`config.mk`:
```
export PLATFORM = sky130hd
export DESIGN_NAME = vreg_whole_mover
export DESIGN_NICKNAME = d
export VERILOG_FILES = /design/src/rtl/vreg_whole_mover.sv
export SDC_FILE = /design/constraint.sdc
export NUM_CORES = 1
export LEC_CHECK = 0
export BUFFER_PORTS_ARGS = -buffer_cell sky130_fd_sc_hd__buf_2
export CAP_MARGIN = 10
export CELL_PAD_IN_SITES_DETAIL_PLACEMENT = 2
export CELL_PAD_IN_SITES_GLOBAL_PLACEMENT = 2
export CORE_MARGIN = 2
export CORE_UTILIZATION = 29
export DETAILED_ROUTE_END_ITERATION = 10
export GPL_ROUTABILITY_DRIVEN = 0
export HOLD_SLACK_MARGIN = 0.08
export PLACE_DENSITY_LB_ADDON = 0.1
export SYNTH_ARGS = -nofsm -noshare
export SYNTH_HDL_FRONTEND = slang
export SYNTH_SLANG_ARGS = --single-unit
export TNS_END_PERCENT = 10
```
`constraint.sdc`:
```
create_clock -name clk -period 4.5 [get_ports clk]
set_clock_uncertainty 0.05 [all_clocks]
set_input_delay 0.225 -clock clk [delete_from_list [all_inputs] [get_ports clk]]
set_output_delay 0.225 -clock clk [all_outputs]
set_load 0.05 [all_outputs]
```
`src/rtl/vreg_whole_mover.sv`:
```
module vreg_whole_mover #(
  parameter int AW    = 32,
  parameter int VLENB = 16,
  parameter int NREG  = 8,
  parameter int SW    = 16,
  localparam int LB   = $clog2(VLENB),
  localparam int RW   = $clog2(NREG)
) (
  input  logic          clk,
  input  logic          rst_n,
  input  logic          start,
  input  logic          store,
  input  logic [AW-1:0] base,
  input  logic [RW-1:0] vreg,
  input  logic [2:0]    nf,
  input  logic [1:0]    eew,
  input  logic [SW-1:0] vstart_in,
  input  logic          abort,
  output logic          busy,
  output logic          done,
  output logic          illegal,
  output logic [SW-1:0] vstart_out,
  output logic          mem_req,
  output logic          mem_we,
  output logic [AW-1:0] mem_addr,
  output logic [1:0]    mem_size,
  output logic [7:0]    mem_wdata,
  input  logic          mem_gnt,
  input  logic          mem_rvalid,
  input  logic [63:0]   mem_rdata,
  output logic          rf_we,
  output logic [RW-1:0] rf_wreg,
  output logic [LB-1:0] rf_wbyte,
  output logic [1:0]    rf_wsize,
  output logic [63:0]   rf_wdata,
  output logic [RW-1:0] rf_rreg,
  output logic [LB-1:0] rf_rbyte,
  input  logic [7:0]    rf_rdata
);
  localparam int BW = SW + 3;
  localparam int XW = RW + 4;

  typedef enum logic [1:0] {S_IDLE, S_REQ, S_RESP} state_t;

  state_t        st;
  logic [SW-1:0] idx, total_q;
  logic [AW-1:0] base_q;
  logic [RW-1:0] vd_q;
  logic [1:0]    sh_q;
  logic          wr_q;

  logic [3:0]    len_in;
  logic [1:0]    sh_in;
  logic [SW-1:0] total_in;
  logic [XW-1:0] vx, lx;
  logic          bad;
  logic [BW-1:0] bidx;
  logic [RW-1:0] cur_reg;
  logic          last, adv;

  assign len_in   = {1'b0, nf} + 4'd1;
  assign sh_in    = store ? 2'd0 : eew;
  assign total_in = (SW'(len_in) << LB) >> sh_in;
  assign vx       = XW'(vreg);
  assign lx       = XW'(len_in);
  assign bad      = ((vx % lx) != '0) || ((vx + lx) > XW'(NREG));

  assign bidx     = BW'(idx) << sh_q;
  assign cur_reg  = vd_q + RW'(bidx >> LB);
  assign last     = (idx + SW'(1)) == total_q;

  assign busy       = st != S_IDLE;
  assign vstart_out = idx;

  assign mem_req   = st == S_REQ;
  assign mem_we    = wr_q;
  assign mem_addr  = base_q + AW'(bidx);
  assign mem_size  = sh_q;
  assign mem_wdata = rf_rdata;

  assign rf_rreg  = cur_reg;
  assign rf_rbyte = bidx[LB-1:0];
  assign rf_wreg  = cur_reg;
  assign rf_wbyte = bidx[LB-1:0];
  assign rf_wsize = sh_q;
  assign rf_wdata = mem_rdata;
  assign rf_we    = (st == S_RESP) && mem_rvalid && !abort;

  assign adv = !abort && (((st == S_REQ) && mem_gnt && wr_q) || rf_we);

  always_ff @(posedge clk or negedge rst_n) begin
    if (!rst_n) begin
      st      <= S_IDLE;
      idx     <= '0;
      total_q <= '0;
      base_q  <= '0;
      vd_q    <= '0;
      sh_q    <= '0;
      wr_q    <= 1'b0;
      done    <= 1'b0;
      illegal <= 1'b0;
    end else begin
      done    <= 1'b0;
      illegal <= 1'b0;
      case (st)
        S_IDLE: if (start) begin
          if (bad) begin
            illegal <= 1'b1;
          end else if (vstart_in >= total_in) begin
            idx  <= '0;
            done <= 1'b1;
          end else begin
            idx     <= vstart_in;
            total_q <= total_in;
            base_q  <= base;
            vd_q    <= vreg;
            sh_q    <= sh_in;
            wr_q    <= store;
            st      <= S_REQ;
          end
        end
        S_REQ: if (abort) begin
          st <= S_IDLE;
        end else if (mem_gnt) begin
          if (!wr_q) st <= S_RESP;
        end
        S_RESP: if (abort) begin
          st <= S_IDLE;
        end else if (mem_rvalid) begin
          st <= S_REQ;
        end
        default: st <= S_IDLE;
      endcase
      if (adv) begin
        if (last) begin
          idx  <= '0;
          done <= 1'b1;
          st   <= S_IDLE;
        end else begin
          idx <= idx + SW'(1);
        end
      end
    end
  end

  p_illegal_quiet_r3: assert property (@(posedge clk) disable iff (!rst_n)
    illegal |-> !busy && !mem_req && !done);

  p_done_idle_r8: assert property (@(posedge clk) disable iff (!rst_n)
    done |-> !busy && vstart_out == '0);

  p_hold_r7: assert property (@(posedge clk) disable iff (!rst_n)
    (busy && !adv) |=> vstart_out == $past(vstart_out));

  p_step_r7: assert property (@(posedge clk) disable iff (!rst_n)
    (adv && !last) |=> vstart_out == $past(vstart_out) + SW'(1));

  p_req_hold_r10: assert property (@(posedge clk) disable iff (!rst_n)
    (mem_req && !mem_gnt && !abort) |=> mem_req && $stable(mem_addr));

  p_abort_r11: assert property (@(posedge clk) disable iff (!rst_n)
    (busy && abort) |=> !busy && !mem_req && vstart_out == $past(vstart_out));

  p_range_r2: assert property (@(posedge clk) disable iff (!rst_n)
    busy |-> vstart_out < total_q);

endmodule

```
# --- Word-level counts from Yosys, hierarchy flattened ---
# Index checks and enable logic that the tools add are counted.
word_totals:
  reg_bits: 74
  input_bits: 135
  out_inout_bits: 144
  elab_cells: 67
classes:
  n_addsub: 5
  div: 1
  order_cmp: 2
  n_eq_ne: 4
  n_shift: 2
  n_mux: 27
  bitwise: 2
  reduce_logical: 15
ops:
  columns: ["cell", "n"]
  rows:
  - ["$mux W16", 6]
  - ["$add A32 B19 Y32", 1]
  - ["$mux W2", 11]
  - ["$shl A16 B2 Y19", 1]
  - ["$add A16 B1 Y16 const B", 1]
  - ["$eq A16 B16 Y1", 1]
  - ["$ge A16 B16 Y1", 1]
  - ["$shr A8 B2 Y16", 1]
  - ["$mux W1", 9]
  - ["$mod A3 B4 Y7", 1]
  - ["$reduce_bool A7 Y1", 1]
  - ["$pmux W2 S3", 1]
  - ["$reduce_bool A2 Y1", 3]
  - ["$add A3 B4 Y5", 1]
  - ["$gt A5 B4 Y1 const B", 1]
  - ["$logic_and A1 B1 Y1", 5]
  - ["$add A3 B1 Y4 const B", 1]
  - ["$reduce_and A4 Y1", 1]
  - ["$add A3 B3 Y3", 1]
  - ["$reduce_and A3 Y1", 1]
  - ["$eq A2 B1 Y1 const B", 1]
  - ["$eq A2 B2 Y1 const B", 1]
  - ["$logic_not A2 Y1", 1]
  - ["$logic_or A1 B1 Y1", 2]
  - ["3 further kinds", 4]

# --- Depth between registers and ports, before layout ---
depth:
  depth_word: 9
  depth_mapped: 47
  depth_no_buf: 44

# --- Worst setup path after synthesis ---
# Ideal clock, no wire load.
synth_path:
  kind: "input port to flip-flop"
  from: "input nf[0]"
  to: "register base_q[10]"
  arrival_time_ns: 10.170
  required_ns: 4.325
  path_slack_ns: -5.845
  path_stages: 45
  path_buffers: 3
  cell_sequence: "ha_1 -> xnor2_1 -> and3_1 -> ha_1 -> o21a_1 -> o21ai_1 -> mux2_2 -> ha_1 -> o211ai_1 -> a21oi_1 -> nor2b_1 -> a41o_1 -> ha_1 -> or3_1 -> o221ai_2 -> mux2i_1 -> inv_1 -> ha_1 -> [9 not listed] -> o21a_1 -> o31a_1 -> nor2_1 -> nand4_1 -> nand3_2 -> mux2_2 -> ha_1 -> o21a_1 -> or3_1 -> a21o_2 -> or3_1 -> a31oi_1 -> and3b_1 -> buf_6 -> nor4b_4 -> buf_6 -> buf_12 -> mux2_4"
synth_via:
  elab_chain_cells: 6
synth_lines:
  columns: ["item", "line_no", "source"]
  rows:
  - ["start, declared", "15", "input logic [2:0] nf,"]
  - ["$add A3 B1 Y4 *", "61", "assign len_in = {1'b0, nf} + 4'd1;"]
  - ["$mod A3 B4 Y7 / $add A3 B4 Y5 (equally long branches)", "66", "assign bad = ((vx % lx) != '0) || ((vx + lx) > XW'(NREG));"]
  - ["$reduce_bool A7 Y1 / $gt A5 B4 Y1 (equally long branches)", "66", null]
  - ["$logic_or A1 B1 Y1", "66", null]
  - ["$not A1 Y1 (no line)", null, null]
  - ["$reduce_and A4 Y1 (no line) *", null, null]
  - ["end signal, assigned", "115", "base_q <= base;"]
  - ["end, declared", "47", "logic [AW-1:0] base_q;"]
# Every way passes the cells marked *; elsewhere a longest branch is shown, timed or not.
# A chain may end at the register's enable or synchronous reset.

# --- Worst setup path in the final report ---
layout_path:
  from: "input vreg[2]"
  to: "register sh_q[1], in the netlist mem_size[1]"
layout_via:
  elab_chain_cells: 5
layout_lines:
  columns: ["item", "line_no", "source"]
  rows:
  - ["start, declared", "14", "input logic [RW-1:0] vreg,"]
  - ["$mod A3 B4 Y7 / $add A3 B4 Y5 (equally long branches)", "66", null]
  - ["$reduce_bool A7 Y1 / $gt A5 B4 Y1 (equally long branches)", "66", null]
  - ["$logic_or A1 B1 Y1 *", "66", null]
  - ["$not A1 Y1 (no line) *", null, null]
  - ["$reduce_and A4 Y1 (no line) *", null, null]
  - ["end signal, assigned", "117", "sh_q <= sh_in;"]
  - ["end, declared", "49", "logic [1:0] sh_q;"]
# Marks and branches as above.

==> out/qor.yml <==
status:
  status: "finished, violations left"
  failed_checks: "negative setup slack"
synth:
  yosysTopAreaCellShare_pct: 22.2
  synthSimpleGateAreaFrac_pct: 16.6
  synth_top_family_by_area: "compound AO/OA/AOI/OAI gates"
  synth-edff-count: 0
  ys.flop_type: "dfrtp_1"
  synth_xor_area_share_pct: 6.88
  synth_compound_area_share_pct: 17.5
  yosys.cell_count.top_type: "buf_4"
  syn_area_sq_um: 7320
  synth-async-reset-ratio_pct: 100
  ys_seq_area_share_pct: 22.2
  synth_mux_area_share_pct: 12.6
  synth_warnings: 0
  ys_ff_latch: 65
  yosysTopAreaCell: "dfrtp_1"
  synth_area_leaders: "dfrtp_1 (22%), ha_1 (9.7%), buf_4 (8.3%)"
  syn-mean-instance-area_sq_um: 9.01
  netlist_instances: 813
  synth_fa_ha_area_share_pct: 10.8
  ys_types: 80
  netlist_top_cells_count: "buf_4 (81), dfrtp_1 (65), ha_1 (57)"
power:
  total_power_mw: 4.18
  peakVddDrop_v: 0.000188
  p_leak_nw: 4.75
  powerDensity_nw_per_um2: 422
timing:
  slew_viol_final: 0
  setup_viol: 64
  timing.setup.tns_ns: -278.08
  slew_headroom_pct: 28.0
  worst_slew_pin_slew_ns: 1.08
  hold_violations: 0
  timing.final.crit_share_pct: 201
  timing.final.ws_setup_ns: -4.56
  finalCriticalPeriod_ns: 9.06
  max_freq_ghz: 0.110
  rsz0062_at_grt: "true"
die:
  core_sq_um: 25000
  die_h_um: 163
  row_count: 58
  die_w_um: 163
  die-area_sq_um: 26500
  start_util_pct: 29.3
  io_pins: 279
worst_setup_path:
  critPathMaxFanout: 6
  crit_slowest_cell: "or3_4"
  critPathLaunchType: "input pin"
  critPathArrivalTime_ns: 9.23
  end_kind: "flop"
  critPathRequiredTime_ns: 4.68
  critPathMaxStageDelay_ns: 0.40
  critPathKind: "input pin to flop"
  critPathMostFrequentCell: "ha_4"
drt:
  via_per_inst: 5.11
  avgRoutedWirePerCell_um: 20.2
  firstDrtPassIters: 6
  initialDrtViolationCount: 187
  finalWirelength_um: 27300
  drc: 0
  vias: 6914
  drtAntennaViolNets: 0
global_route:
  grt_util_all_layers_pct: 20.5
  antenna_found_initial: 0
  overflow: 0
  grt_pass1_wl_um: 42900
  grt_pass1_vias: 7748
  grt_max_degree: 44
clocking:
  cts_buffers: 9
  tritoncts: "done"
  cts_sinks: 65
  cts.reportedPaths.clkPinSlew_ns: 0.06
  insertion_delay_ns: 0.34
  htreeDepth: 3
  cts_root_buf: "clkbuf_16"
  clock_path_buffers: 2
finish:
  num_antenna_cells: 0
  area_growth_pct: 35.2
  layout-drive-gt1-share_pct: 39.7
  fin_nets: 1213
  fin_cells: 1352
  final_util_pct: 39.7
hold_path:
  hold_path.class: "input pin to flop"
placed_design:
  dp_hpwl_um: 21100
  dp.cells: 1266
  dp_slack_ns: -5.33
  port_buffers: 134
job:
  drv_cap: 0
==> placed cells by master (no fill, tap or decap), types with 5 or more instances in the layout <==
master / count
o2111ai_1: 5
or3_1: 8
nand2_1: 40
clkbuf_16: 9
ha_4: 11
ha_1: 46
buf_6: 10
mux2i_1: 15
o21ai_0: 21
o211ai_1: 15
buf_12: 6
a21boi_0: 5
o31ai_1: 8
a21o_1: 18
nor2b_1: 13
o21a_1: 15
nand3_1: 20
nand2b_1: 7
a31oi_1: 5
buf_2: 129
inv_1: 38
nor2_1: 44
nor3_1: 19
dfrtp_1: 65
mux4_2: 6
and3_1: 9
xnor2_1: 40
dlygate4sd3_1: 33
mux2_2: 5
mux2_4: 39
a21oi_1: 32
nand3b_1: 6
xor2_1: 13
nand4_1: 10
buf_4: 125
==> worst paths after layout <==
| kind | startpoint | depth (start not counted) | endpoint | slack, ns |
|---|---|---|---|---|
| worst max-delay path | vreg[2] | 45 | mem_size[1] | -4.56 |
| worst min-delay path | base[16] | 2 | base_q[16] | 0.08 |
| worst max register to register | vstart_out[1] | 11 | vstart_out[6] | 1.16 |
| worst min register to register | base_q[2] | 1 | base_q[2] | 0.47 |
| max in group asynchronous | rst_n | 3 | vstart_out[7] | 2.88 |
| min in group asynchronous | rst_n | 2 | base_q[21] | 0.58 |
==> cells by family (layout without fill, tap and decap cells) <==
group / after synthesis / in the layout
other cells: 1 / 3
mux: 67 / 67
compound gates: 181 / 181
fa+ha+maj: 61 / 61
simple gates: 226 / 226
flops: 65 / 65
buf+inv: 156 / 363
xor+xnor: 56 / 56
==> layout make-up <==
class                   count  area (sq um)
well taps                 330           413
fillers                  2750         15100
inverters                  40           153
clock inverters             6           115
flip-flops and latches     65          1630
repair buffers            307          2220
multi-input cells         594          5140
clock buffers              10           239
==> registers in the layout, summed over array words and instances (netlist names) <==
register,flops
vd_q,3
vstart_out,16
illegal,1
mem_we,1
base_q,32
total_q,7
mem_size,2
st,2
done,1
==> worst max-delay path: cells and delay by family <==
| kind | cells | cell delay, ns |
|---|---|---|
| multiplexers | 4 | 1.23 |
| adder cells (fa/ha/maj) | 6 | 1.46 |
| buffers and inverters | 8 | 1.09 |
| AND/OR/NAND/NOR | 15 | 3.05 |
| AO/OA/AOI/OAI | 12 | 2.18 |
==> power by group <==
group	internal, mW	leakage [nW]	switching (mW)
registers	0.613	0.867	0.0279
clock network	0.558	0.169	0.288
logic	1.29	3.71	1.40
total	2.46	4.75	1.72
==> repair_timing <==
action / in CTS / in global routing
cloned: 2 / 0
gates resized for setup: 52 / 21
hold endpoints to repair: 49 / 0
hold buffers: 33 / 0
buffers inserted: 26 / 10
pin swaps: 34 / 23
endpoints found under the setup margin: 70 / 77
==> metrics by stage <==
step	instance area, sq um	hold WS [ns]
floorplan	7490	-0.121
global route	9900	0.0901
global placement	8560	0.367
finish	9900	0.0846
detailed placement	8560	0.377
CTS	9730	0.0807
==> metal layers <==
metal / share of wire (%) / wire (um) / global-route usage, % / vias up
met3: 3.5 / 959 / 2.83 / 65
met4: 2.4 / 654 / 5.59 / 0
li1: - / - / - / 3264
met2: 51 / 13800 / 37.2 / 154
met5: 0 / 0 / 0 / -
met1: 44 / 11900 / 25.4 / 3431
No activity file was read; power rests on OpenSTA's default activity.
